[src/rtl/vbm_pkg.sv]
// Package: shared constants and write-target codes for the banked window mapper.
// Assumes an 8-bit register data bus.
package vbm_pkg;
    typedef enum logic [2:0] {
        SEL_MODE1 = 3'd0,
        SEL_SRC   = 3'd1,
        SEL_CTRL  = 3'd2,
        SEL_PORTW = 3'd3,
        SEL_PORTR = 3'd4
    } wsel_e;

    localparam int          CTRL_EN_BIT  = 2;
    localparam int          CTRL_SEP_BIT = 0;
    localparam logic [7:0]  INV_MASK     = 8'h02;
    localparam logic [7:0]  PORT_CLOSED  = 8'hFF;
endpackage

[src/rtl/vbm_bank_regs.sv]
// Module: bank, source-extension and control registers with their three load routes.
// Assumes BANK_W >= 4 and BANK_W <= DATA_W. At most one register write per cycle.
module vbm_bank_regs
    import vbm_pkg::*;
#(
    parameter int BANK_W = 5,
    parameter int DATA_W = 8
) (
    input  logic              clk,
    input  logic              rst_n,
    input  logic              new_mode_i,
    input  logic              wr_stb_i,
    input  logic [2:0]        wr_sel_i,
    input  logic [DATA_W-1:0] wr_data_i,
    output logic [BANK_W-1:0] wbank_o,
    output logic [BANK_W-1:0] rbank_o,
    output logic [DATA_W-1:0] src_o,
    output logic [DATA_W-1:0] ctrl_o
);
    localparam logic [BANK_W-1:0] BANK_INV = INV_MASK[BANK_W-1:0];

    logic [BANK_W-1:0] wbank_q, rbank_q, wbank_d, rbank_d;
    logic [DATA_W-1:0] src_q, ctrl_q, src_d, ctrl_d;
    logic [BANK_W-1:0] mode1_val, port_val;
    logic              ports_en, split;

    // Decode the control bits and the bank value that a mode-control write would load.
    always_comb begin
        ports_en  = ctrl_q[CTRL_EN_BIT];
        split     = ctrl_q[CTRL_SEP_BIT];
        port_val  = wr_data_i[BANK_W-1:0];
        mode1_val = '0;
        if (new_mode_i)
            mode1_val[3:0] = wr_data_i[3:0] ^ BANK_INV[3:0];
        else
            mode1_val[2:1] = wr_data_i[2:1];
    end

    // Next-state selection for all four registers from the single write port.
    always_comb begin
        wbank_d = wbank_q;
        rbank_d = rbank_q;
        src_d   = src_q;
        ctrl_d  = ctrl_q;
        if (wr_stb_i) begin
            case (wr_sel_i)
                SEL_MODE1: begin
                    wbank_d = mode1_val;
                    if (!split) rbank_d = mode1_val;
                end
                SEL_SRC: begin
                    src_d = wr_data_i ^ INV_MASK[DATA_W-1:0];
                    if (!ports_en && split) rbank_d = port_val ^ BANK_INV;
                end
                SEL_CTRL: ctrl_d = wr_data_i;
                SEL_PORTW: begin
                    if (ports_en) begin
                        wbank_d = port_val;
                        if (!split) rbank_d = port_val;
                    end
                end
                SEL_PORTR: begin
                    if (ports_en && split) rbank_d = port_val;
                end
                default: ;
            endcase
        end
    end

    // Register update with synchronous active-low reset.
    always_ff @(posedge clk) begin
        if (!rst_n) begin
            wbank_q <= '0;
            rbank_q <= '0;
            src_q   <= '0;
            ctrl_q  <= '0;
        end else begin
            wbank_q <= wbank_d;
            rbank_q <= rbank_d;
            src_q   <= src_d;
            ctrl_q  <= ctrl_d;
        end
    end

    assign wbank_o = wbank_q;
    assign rbank_o = rbank_q;
    assign src_o   = src_q;
    assign ctrl_o  = ctrl_q;
endmodule

[src/rtl/vbm_port_read.sv]
// Module: combinational read-back of the two dedicated bank ports.
// Assumes BANK_W <= DATA_W. A closed port reads all ones.
module vbm_port_read
    import vbm_pkg::*;
#(
    parameter int BANK_W = 5,
    parameter int DATA_W = 8
) (
    input  logic [DATA_W-1:0] ctrl_i,
    input  logic [BANK_W-1:0] wbank_i,
    input  logic [BANK_W-1:0] rbank_i,
    input  logic              rd_sel_i,
    output logic [DATA_W-1:0] rd_data_o
);
    // Pick the addressed port and apply its open/closed condition.
    always_comb begin
        rd_data_o = PORT_CLOSED[DATA_W-1:0];
        if (!rd_sel_i) begin
            if (ctrl_i[CTRL_EN_BIT]) rd_data_o = DATA_W'(wbank_i);
        end else begin
            if (ctrl_i[CTRL_EN_BIT] && ctrl_i[CTRL_SEP_BIT]) rd_data_o = DATA_W'(rbank_i);
        end
    end
endmodule

[src/rtl/vbm_addr_gen.sv]
// Module: turns a window offset and a bank into a linear VRAM address.
// Assumes the VRAM size is 2^VRAM_AW bytes, so the wrap is a plain truncation.
module vbm_addr_gen #(
    parameter int BANK_W  = 5,
    parameter int OFF_W   = 17,
    parameter int PAGE_W  = 16,
    parameter int VRAM_AW = 20
) (
    input  logic               packed_en_i,
    input  logic               new_mode_i,
    input  logic               is_wr_i,
    input  logic [OFF_W-1:0]   off_i,
    input  logic [BANK_W-1:0]  wbank_i,
    input  logic [BANK_W-1:0]  rbank_i,
    output logic [VRAM_AW-1:0] addr_o,
    output logic               hit_o
);
    localparam int BASE_W = BANK_W + PAGE_W;
    localparam int WIDE_W = (BASE_W > OFF_W) ? BASE_W : OFF_W;
    localparam int SUM_W  = ((WIDE_W + 1) > VRAM_AW) ? (WIDE_W + 1) : VRAM_AW;

    logic [BANK_W-1:0] bank;
    logic [SUM_W-1:0]  base, offx, sum;

    // Choose the bank by access direction and the offset width by window mode.
    always_comb begin
        bank = is_wr_i ? wbank_i : rbank_i;
        base = SUM_W'(bank) << PAGE_W;
        offx = new_mode_i ? SUM_W'(off_i[PAGE_W-1:0]) : SUM_W'(off_i);
        sum  = base + offx;
    end

    // Gate the result by the packed-pixel mode and fold it into the VRAM size.
    always_comb begin
        hit_o  = packed_en_i;
        addr_o = packed_en_i ? sum[VRAM_AW-1:0] : '0;
    end
endmodule

[src/rtl/vbm_window_mapper.sv]
// Module: top of the banked VRAM window mapper.
// Assumes one register write per cycle and an external decode of the packed-pixel mode.
module vbm_window_mapper #(
    parameter int BANK_W  = 5,
    parameter int DATA_W  = 8,
    parameter int OFF_W   = 17,
    parameter int PAGE_W  = 16,
    parameter int VRAM_AW = 20
) (
    input  logic               clk,
    input  logic               rst_n,
    input  logic               new_mode_i,
    input  logic               packed_en_i,
    input  logic               wr_stb_i,
    input  logic [2:0]         wr_sel_i,
    input  logic [DATA_W-1:0]  wr_data_i,
    input  logic               rd_sel_i,
    output logic [DATA_W-1:0]  rd_data_o,
    input  logic [OFF_W-1:0]   cpu_off_i,
    input  logic               cpu_is_wr_i,
    output logic [VRAM_AW-1:0] vram_addr_o,
    output logic               map_hit_o,
    output logic [BANK_W-1:0]  wbank_o,
    output logic [BANK_W-1:0]  rbank_o,
    output logic [DATA_W-1:0]  src_o
);
    logic [DATA_W-1:0] ctrl_q;

    vbm_bank_regs #(.BANK_W(BANK_W), .DATA_W(DATA_W)) u_regs (
        .clk        (clk),
        .rst_n      (rst_n),
        .new_mode_i (new_mode_i),
        .wr_stb_i   (wr_stb_i),
        .wr_sel_i   (wr_sel_i),
        .wr_data_i  (wr_data_i),
        .wbank_o    (wbank_o),
        .rbank_o    (rbank_o),
        .src_o      (src_o),
        .ctrl_o     (ctrl_q)
    );

    vbm_port_read #(.BANK_W(BANK_W), .DATA_W(DATA_W)) u_rd (
        .ctrl_i    (ctrl_q),
        .wbank_i   (wbank_o),
        .rbank_i   (rbank_o),
        .rd_sel_i  (rd_sel_i),
        .rd_data_o (rd_data_o)
    );

    vbm_addr_gen #(.BANK_W(BANK_W), .OFF_W(OFF_W), .PAGE_W(PAGE_W), .VRAM_AW(VRAM_AW)) u_addr (
        .packed_en_i (packed_en_i),
        .new_mode_i  (new_mode_i),
        .is_wr_i     (cpu_is_wr_i),
        .off_i       (cpu_off_i),
        .wbank_i     (wbank_o),
        .rbank_i     (rbank_o),
        .addr_o      (vram_addr_o),
        .hit_o       (map_hit_o)
    );
endmodule

[config.mk]
export PLATFORM = sky130hd
export DESIGN_NAME = vbm_window_mapper
export DESIGN_NICKNAME = d
export VERILOG_FILES = /design/src/rtl/vbm_pkg.sv /design/src/rtl/vbm_bank_regs.sv /design/src/rtl/vbm_port_read.sv /design/src/rtl/vbm_addr_gen.sv /design/src/rtl/vbm_window_mapper.sv
export SDC_FILE = /design/constraint.sdc
export NUM_CORES = 1
export LEC_CHECK = 0
export ABC_CLOCK_PERIOD_IN_PS = 3630
export BUFFER_PORTS_ARGS = -buffer_cell sky130_fd_sc_hd__buf_2
export CORE_ASPECT_RATIO = 0.75
export CORE_MARGIN = 1
export CORE_UTILIZATION = 42
export DETAILED_ROUTE_END_ITERATION = 8
export MAX_ROUTING_LAYER = met4
export PLACE_DENSITY = 0.79
export SLEW_MARGIN = 20
export SYNTH_ARGS = -nofsm -noshare
export SYNTH_HDL_FRONTEND = slang
export SYNTH_SLANG_ARGS = --single-unit
[constraint.sdc]
create_clock -name clk -period 3.63 [get_ports clk]
set_input_delay 1.089 -clock clk [delete_from_list [all_inputs] [get_ports clk]]
set_output_delay 1.089 -clock clk [all_outputs]
set_load 0.01 [all_outputs]
# Word level (Yosys, flattened, before mapping)
# Index checks and enable logic that the tools add are counted.
[word_totals]
reg_bits = 21
in_bits = 35
elab_cells = 42
out_inout_bits = 47
[op_classes]
n_addsub = 1
eq_ne = 9
n_bitwise = 1
n_mux = 17
n_reduce_logical = 10
[ops]
columns = ["operator", "n"]
rows = [
  ["two-way mux 5 bit", 6],
  ["two-way mux 8 bit", 3],
  ["adder 20 bit", 1],
  ["two-way mux 20 bit", 1],
  ["case mux 5 bit (4 select lines)", 1],
  ["two-way mux 17 bit", 1],
  ["case mux 5 bit (2 select lines)", 1],
  ["AND reduction 7 bit", 1],
  ["equality test 3 x 2 -> 1 bit, second input constant", 2],
  ["inequality test 2 x 1 -> 1 bit, second input constant", 3],
  ["two-way mux 4 bit", 1],
  ["inequality test 2 bit, second input constant", 2],
  ["AND reduction 2 bit", 2],
  ["nonzero test 4 bit", 1],
  ["equality test 3 x 1 -> 1 bit, second input constant", 1],
  ["equality test 3 bit, second input constant", 1],
  ["logical NOT 3 bit", 1],
  ["two-way mux 1 bit", 3],
  ["AND reduction 3 bit", 1],
  ["logical AND 1 bit", 2],
  ["nonzero test 2 bit", 1],
  ["logical NOT 1 bit", 1],
  ["NOT 1 bit", 1],
]

# Depth between registers and ports, before layout
# Gate-level depths: netlist (run 1).
[logic_depth]
ltp_word = 4
depth_mapped = 6
depth_no_buf = 5

# Modules after synthesis
# Synthesis (run 1) repeated with hierarchy kept, for this count alone.
[hier_totals]
hier_cells = 170
hier_area_um2 = 1530.2
[modules_own_cells]
columns = ["mod", "seq_area_each_um2", "n_inst", "area_per_inst_um2", "cells_each"]
rows = [
  ["vbm_bank_regs", 520.5, 1, 1172.4, 120],
  ["vbm_addr_gen", 0.0, 1, 261.5, 36],
  ["vbm_port_read", 0.0, 1, 96.3, 14],
]

# Least setup slack after synthesis (run 1)
# OpenSTA, ideal clock, no wires.
[synth_path]
path_kind = "input-to-output"
start = "in cpu_is_wr_i"
end = "out vram_addr_o[18]"
n_path_buf = 1
path_stages = 6
path_slack_ns = 0.175
required_time_ns = 2.541
t_arrival_ns = 2.366
cell_sequence = "clkbuf_1 mux2_2 ha_1 ha_1 xnor2_1 and2_1"
[synth_between]
elab_chain_cells = 3
[synth_rtl]
columns = ["element", "line_no", "source"]
rows = [
  ["from (decl)", "vbm_window_mapper.sv:20", "input logic cpu_is_wr_i,"],
  ["two-way mux 4 bit", "vbm_addr_gen.sv:27", "bank = is_wr_i ? wbank_i : rbank_i;"],
  ["adder 20 bit", "vbm_addr_gen.sv:30", "sum = base + offx;"],
  ["two-way mux 20 bit", "vbm_addr_gen.sv:36", "addr_o = packed_en_i ? sum[VRAM_AW-1:0] : '0;"],
  ["to (decl)", "vbm_window_mapper.sv:21", "output logic [VRAM_AW-1:0] vram_addr_o,"],
]
# Every way passes these cells.

# Final worst setup path (run 1)
# Same ends and word-level chain as after synthesis.

==> results.cfg, run 1 <==
[setup_path]
r2r_cells = 4
crit_path_end = vram_addr_o[18]
crit_chain = buf_2, mux2_2, ha_1, ha_1, xnor2_1, and2_1, buf_2
crit_start = cpu_is_wr_i
critical_path_arrival_ns = 2.41
required_ns = 2.54
endpoint_kind = output pin
worstReg2RegStart = u_regs.ctrl_o[0]
worstPathMaxFanout = 6
crit_slowest_cell = mux2_2
worstPathBufferInverterCount = 2
slowest_delay_ns = 0.35
critPathTopFamily = adder cells
start_kind = input pin
crit_cells = 7
rr_endpoint = u_regs.rbank_o[3]
critPathKind = in2out
worst-r2r-setup-slack_ns = 2.25

[detailed_routing]
vias_per_cell = 5.082
routed-via-count = 1367
wirelength_um = 3286
drt_first_iter_violations = 39
drtAntennaViolNets = 0
wl_per_cell_um = 12.22
first_pass_iters = 4
route.detailed.drc = 0

[floorplanning]
start_util = 0.4418
fp.dieH_um = 50.30
core_um2 = 2957
dieArea_um2 = 3339
die_w_um = 66.40
ioPinCount = 82
num_rows = 17

[placed_design]
post-place-ws_ns = 0.1300
place.gp.congestion = 0.8258
io_buffers = 81
place_inst = 265
dp_hpwl_um = 2550

[synthesis]
avgSynthCellArea_um2 = 8.267
netlist_instances = 158
ys_ff_latch = 20
netlist_area_um2 = 1306
ys_seq_area_frac = 0.3065
synth_edf_count = 0
syn_nets = 195
synth-async-reset-ratio = 0
synth_top_flop_cell = dfxtp_1
synth_cell_types = 37
yosysTopAreaCell = dfxtp_1
synthTopCellsByArea = dfxtp_1, and2_1, mux2i_1, nand3b_1, nand2_1
synth_common_cells = and2_1, dfxtp_1, nand2_1, nor2_1, mux2i_1
yosys_warnings = 0
synth.top_cell.area_share = 0.3065

[sta]
tns_ns = 0
finalClockSkew_ns = 0.002864
period_share = 0.9633
period_minus_slack_ns = 3.497
worst_pin_slew_ns = 0.5228
hold_viol = 0
slew_headroom = 0.6493
clock.fmax_mhz = 286.0
setup_ws_ns = 0.1331
slew_viol_final = 0
setup_viol = 0
grt_setup_unrepaired = false

[clocking]
cts_buffers = 3
cts.sinks = 20
cts_tree = done
clk_latency_ns = 0.26
cts_hold_buffers = 0
clk_pin_slew_ns = 0.07
cts_resized = 0
clockBufferDepth = 2
cts_setup_buffers = 0
cts-root-buf = clkbuf_8
cts_max_level = 1

[status]
outcome = completed

[layout]
final_cells = 269
area_growth_pct = 34.58
fillers = 270
antennaDiodeCount = 0
fin_nets = 269
drive_gt1_frac = 0.3983

[power]
leakagePower_nw = 0.8247
irDropWorstVdd_uv = 265.3
power_density_nw_per_um2 = 309.0

[global_route]
grt_pass1_wl_um = 5292
grt_antenna_before_repair = 0
grt_pass1_vias = 1127
grt_max_degree = 22
gr-total-overflow = 0
grt_use_total = 0.2087

[run]
cap_violations = 0

[worst_hold_path]
min_path_type = reg2reg
whs_path_depth = 2
## registers in the layout (all words and copies together), names as in the netlist
name / cells
u_regs.src_o: 8
u_regs.rbank_o: 5
u_regs.wbank_o: 5
u_regs.ctrl_o: 2
## tightest hold or removal path: cells and delay by family, from the launching register on
kind | cells | cell delay, ns
DFF | 1 | 0.33
and+or+nand+nor | 1 | 0.06
AOI/OAI and AO/OA | 1 | 0.05
## worst min-delay path by stage
stage / from / endpoint / slack (ns)
2_1_floorplan: u_regs.wbank_o[0] / u_regs.wbank_o[0] / 0.49
3_3_place_gp: u_regs.src_o[5] / u_regs.src_o[5] / 0.47
3_5_place_dp: u_regs.rbank_o[4] / u_regs.rbank_o[4] / 0.48
4_1_cts: u_regs.rbank_o[4] / u_regs.rbank_o[4] / 0.49
5_1_grt: u_regs.src_o[3] / u_regs.src_o[3] / 0.54
6_report: u_regs.rbank_o[4] / u_regs.rbank_o[4] / 0.49
## layout make-up
class                   instances  area, um^2  area share
multi-input cells             124       825.8      0.4697
repair buffers                 81       405.4      0.2306
flip-flops and latches         20       400.4      0.2278
well taps                      38       47.55     0.02705
clock buffers                   3       41.29     0.02349
clock inverters                 1       30.03     0.01708
inverters                       2       7.507    0.004270
## logic make-up (layout without fill, tap and decap cells)
family,Yosys count,count (layout),share of synthesized area
simple gates,72,72,0.3171
compound gates,34,34,0.1743
flops,20,20,0.3065
buf+inv,14,87,0.06130
mux,13,13,0.1015
xor+xnor,3,3,0.02012
fa+ha+maj,2,2,0.01915
## power breakdown
group          switching (mW)  leakage, nW  total [mW]  internal [mW]
sequential            0.00511        0.162       0.229          0.224
combinational          0.0495        0.627      0.0940         0.0445
clock                  0.0730       0.0357       0.220          0.147
## layer usage
layer | global-route usage | wire (um)
met5 | - | 0
met4 | 0.03191 | 13
met3 | 0.03409 | 218
met2 | 0.3214 | 1511
met1 | 0.2920 | 1542
## placed cells by master (no fill, tap or decap)
master / instances
buf_2: 81
and2_1: 20
dfxtp_1: 20
nand2_1: 13
nor2_1: 13
mux2i_1: 11
o21ai_0: 9
a21oi_1: 9
nand3b_1: 8
o211ai_1: 6
nand3_1: 5
clkbuf_8: 3
mux2_2: 2
nor2b_1: 2
and3_1: 2
o21a_1: 2
and3b_1: 2
or2b_1: 2
xor2_1: 2
a211oi_1: 2
ha_1: 2
xnor2_1: 1
inv_1: 1
clkinv_1: 1
nor2b_2: 1
or3_4: 1
o22a_2: 1
nand4b_1: 1
nand4bb_1: 1
a21o_1: 1
o22ai_4: 1
a21oi_2: 1
or3b_1: 1
a32oi_1: 1
o31ai_1: 1
bufinv_16: 1
## through the flow
| stage | cell area, um^2 | util | power (mW) | hold slack, ns |
|---|---|---|---|---|
| after floorplan | 1306 | - | 0.2867 | 0.4941 |
| after global placement | 1687 | 0.5705 | 0.3257 | 0.4703 |
| after detailed placement | 1687 | 0.5705 | 0.3275 | 0.4809 |
| after CTS | 1758 | 0.5946 | 0.5461 | 0.4912 |
| after global routing | 1758 | 0.5946 | 0.5692 | 0.5411 |
| final | 1758 | 0.5946 | 0.5433 | 0.4919 |
Note: power is estimated with default switching activity, not from simulation.
==> run 2: changes to the inputs <==
- PLACE_DENSITY: 0.79 -> default
- PLACE_DENSITY_LB_ADDON: default -> 0.15
==> run 2 against run 1 <==
Count of clock-buffer cells in the layout did not move. Sequential power barely moved. Wire length fell by 1.9%. Critical path depth did not move. Clock skew barely moved. Power fell by 14%. Largest cell class unchanged. Largest power group unchanged.
==> results.cfg, run 2 (synthesized netlist as in run 1, its figures left out) <==
[detailed_routing]
vias_per_cell = 4.981
route.detailed.drc = 0
wl_per_cell_um = 12.03
wirelength_um = 3223
first_pass_iters = 4
drtAntennaViolNets = 0
routed-via-count = 1335
drt_first_iter_violations = 74

[clocking]
clockBufferDepth = 2
cts_resized = 0
cts_hold_buffers = 0
cts-root-buf = clkbuf_8
cts_setup_buffers = 0
cts_tree = done
cts_buffers = 3
cts_max_level = 1
clk_latency_ns = 0.25
cts.sinks = 20
clk_pin_slew_ns = 0.07

[floorplanning]
ioPinCount = 82
dieArea_um2 = 3339
start_util = 0.4418
die_w_um = 66.40
num_rows = 17
core_um2 = 2957
fp.dieH_um = 50.30

[layout]
area_growth_pct = 32.28
final_common_cell = buf_2
fin_nets = 269
final_area_um2 = 1728
largest_reg_flops = 8
mostFrequentLayoutCells = buf_2, and2_1, dfxtp_1
drive_gt1_frac = 0.3957
antennaDiodeCount = 0
final_cells = 268

[setup_path]
worstPathMaxFanout = 6
slowest_delay_ns = 0.36
worstPathBufferInverterCount = 2
critPathTopFamily = adder cells
crit_chain = buf_2, mux2_2, ha_1, ha_1, xnor2_1, and2_1, buf_2
critical_path_arrival_ns = 2.41
crit_slowest_cell = mux2_2
required_ns = 2.54
start_kind = input pin
critPathKind = in2out
endpoint_kind = output pin

[sta]
worst_pin_slew_ns = 0.4977
finalClockSkew_ns = 0.002960
slew_viol_final = 0
clock.fmax_mhz = 285.8
tns_ns = 0
slew_headroom = 0.6647
setup_viol = 0
hold_viol = 0
grt_setup_unrepaired = false
period_share = 0.9640
period_minus_slack_ns = 3.499

[placed_design]
place_inst = 265
placed_cell_area_um2 = 1687
io_buffers = 81
dp_hpwl_um = 2500
place.gp.congestion = 0.8416

[power]
power_density_nw_per_um2 = 269.6
power.total_mw = 0.4659
leakagePower_nw = 0.8105
irDropWorstVdd_uv = 247.0

[global_route]
gr-total-overflow = 0
grt_use_total = 0.2168
grt_antenna_before_repair = 0
grt_max_degree = 22
grt_pass1_wl_um = 5444
grt_pass1_vias = 1193

[status]
outcome = completed

[worst_hold_path]
min_path_type = reg2reg

[run]
cap_violations = 0
## run 2: final timing paths
path	startpoint	end	slack, ns	depth (start not counted)
max	cpu_is_wr_i	vram_addr_o[18]	0.13	7
min	u_regs.rbank_o[4]	u_regs.rbank_o[4]	0.48	2
max reg2reg	u_regs.ctrl_o[2]	u_regs.wbank_o[2]	2.24	4
min reg2reg	u_regs.rbank_o[4]	u_regs.rbank_o[4]	0.48	2
## run 2: through the flow
stage	worst slack (ns)	util	hold WS, ns
floorplan	0.1750	-	0.4941
CTS	0.1347	0.5844	0.4789
detailed placement	0.1400	0.5705	0.4683
global placement	0.1541	0.5705	0.4691
finish	0.1305	0.5844	0.4833
global route	0.07709	0.5844	0.5232
## run 2: cell type report
cell class | count | area [um^2]
Multi-Input combinational cell | 124 | 825.8
Sequential cell | 20 | 400.4
Inverter | 2 | 7.507
Fill cell | 288 | 1229
Clock buffer | 3 | 41.29
Timing Repair Buffer | 81 | 405.4
Tap cell | 38 | 47.55
## run 2: layer usage
| metal | vias to the layer above | GRT usage | wire, um |
|---|---|---|---|
| li1 | 698 | - | - |
| met1 | 589 | 0.3066 | 1661 |
| met2 | 46 | 0.3248 | 1367 |
| met3 | 2 | 0.05000 | 188 |
| met4 | 0 | 0.02128 | 6 |
| met5 | - | - | 0 |
## run 2: power by group
group | internal (mW) | switching (mW)
Combinational | 0.0445 | 0.0495
Sequential | 0.224 | 0.00469
Clock | 0.0738 | 0.0694
Total | 0.342 | 0.124
## run 2: tightest hold or removal path: stages, from the launching register on
cell	delay (ns)
dfxtp_1	0.32
nand3_1	0.06
a21oi_1	0.05
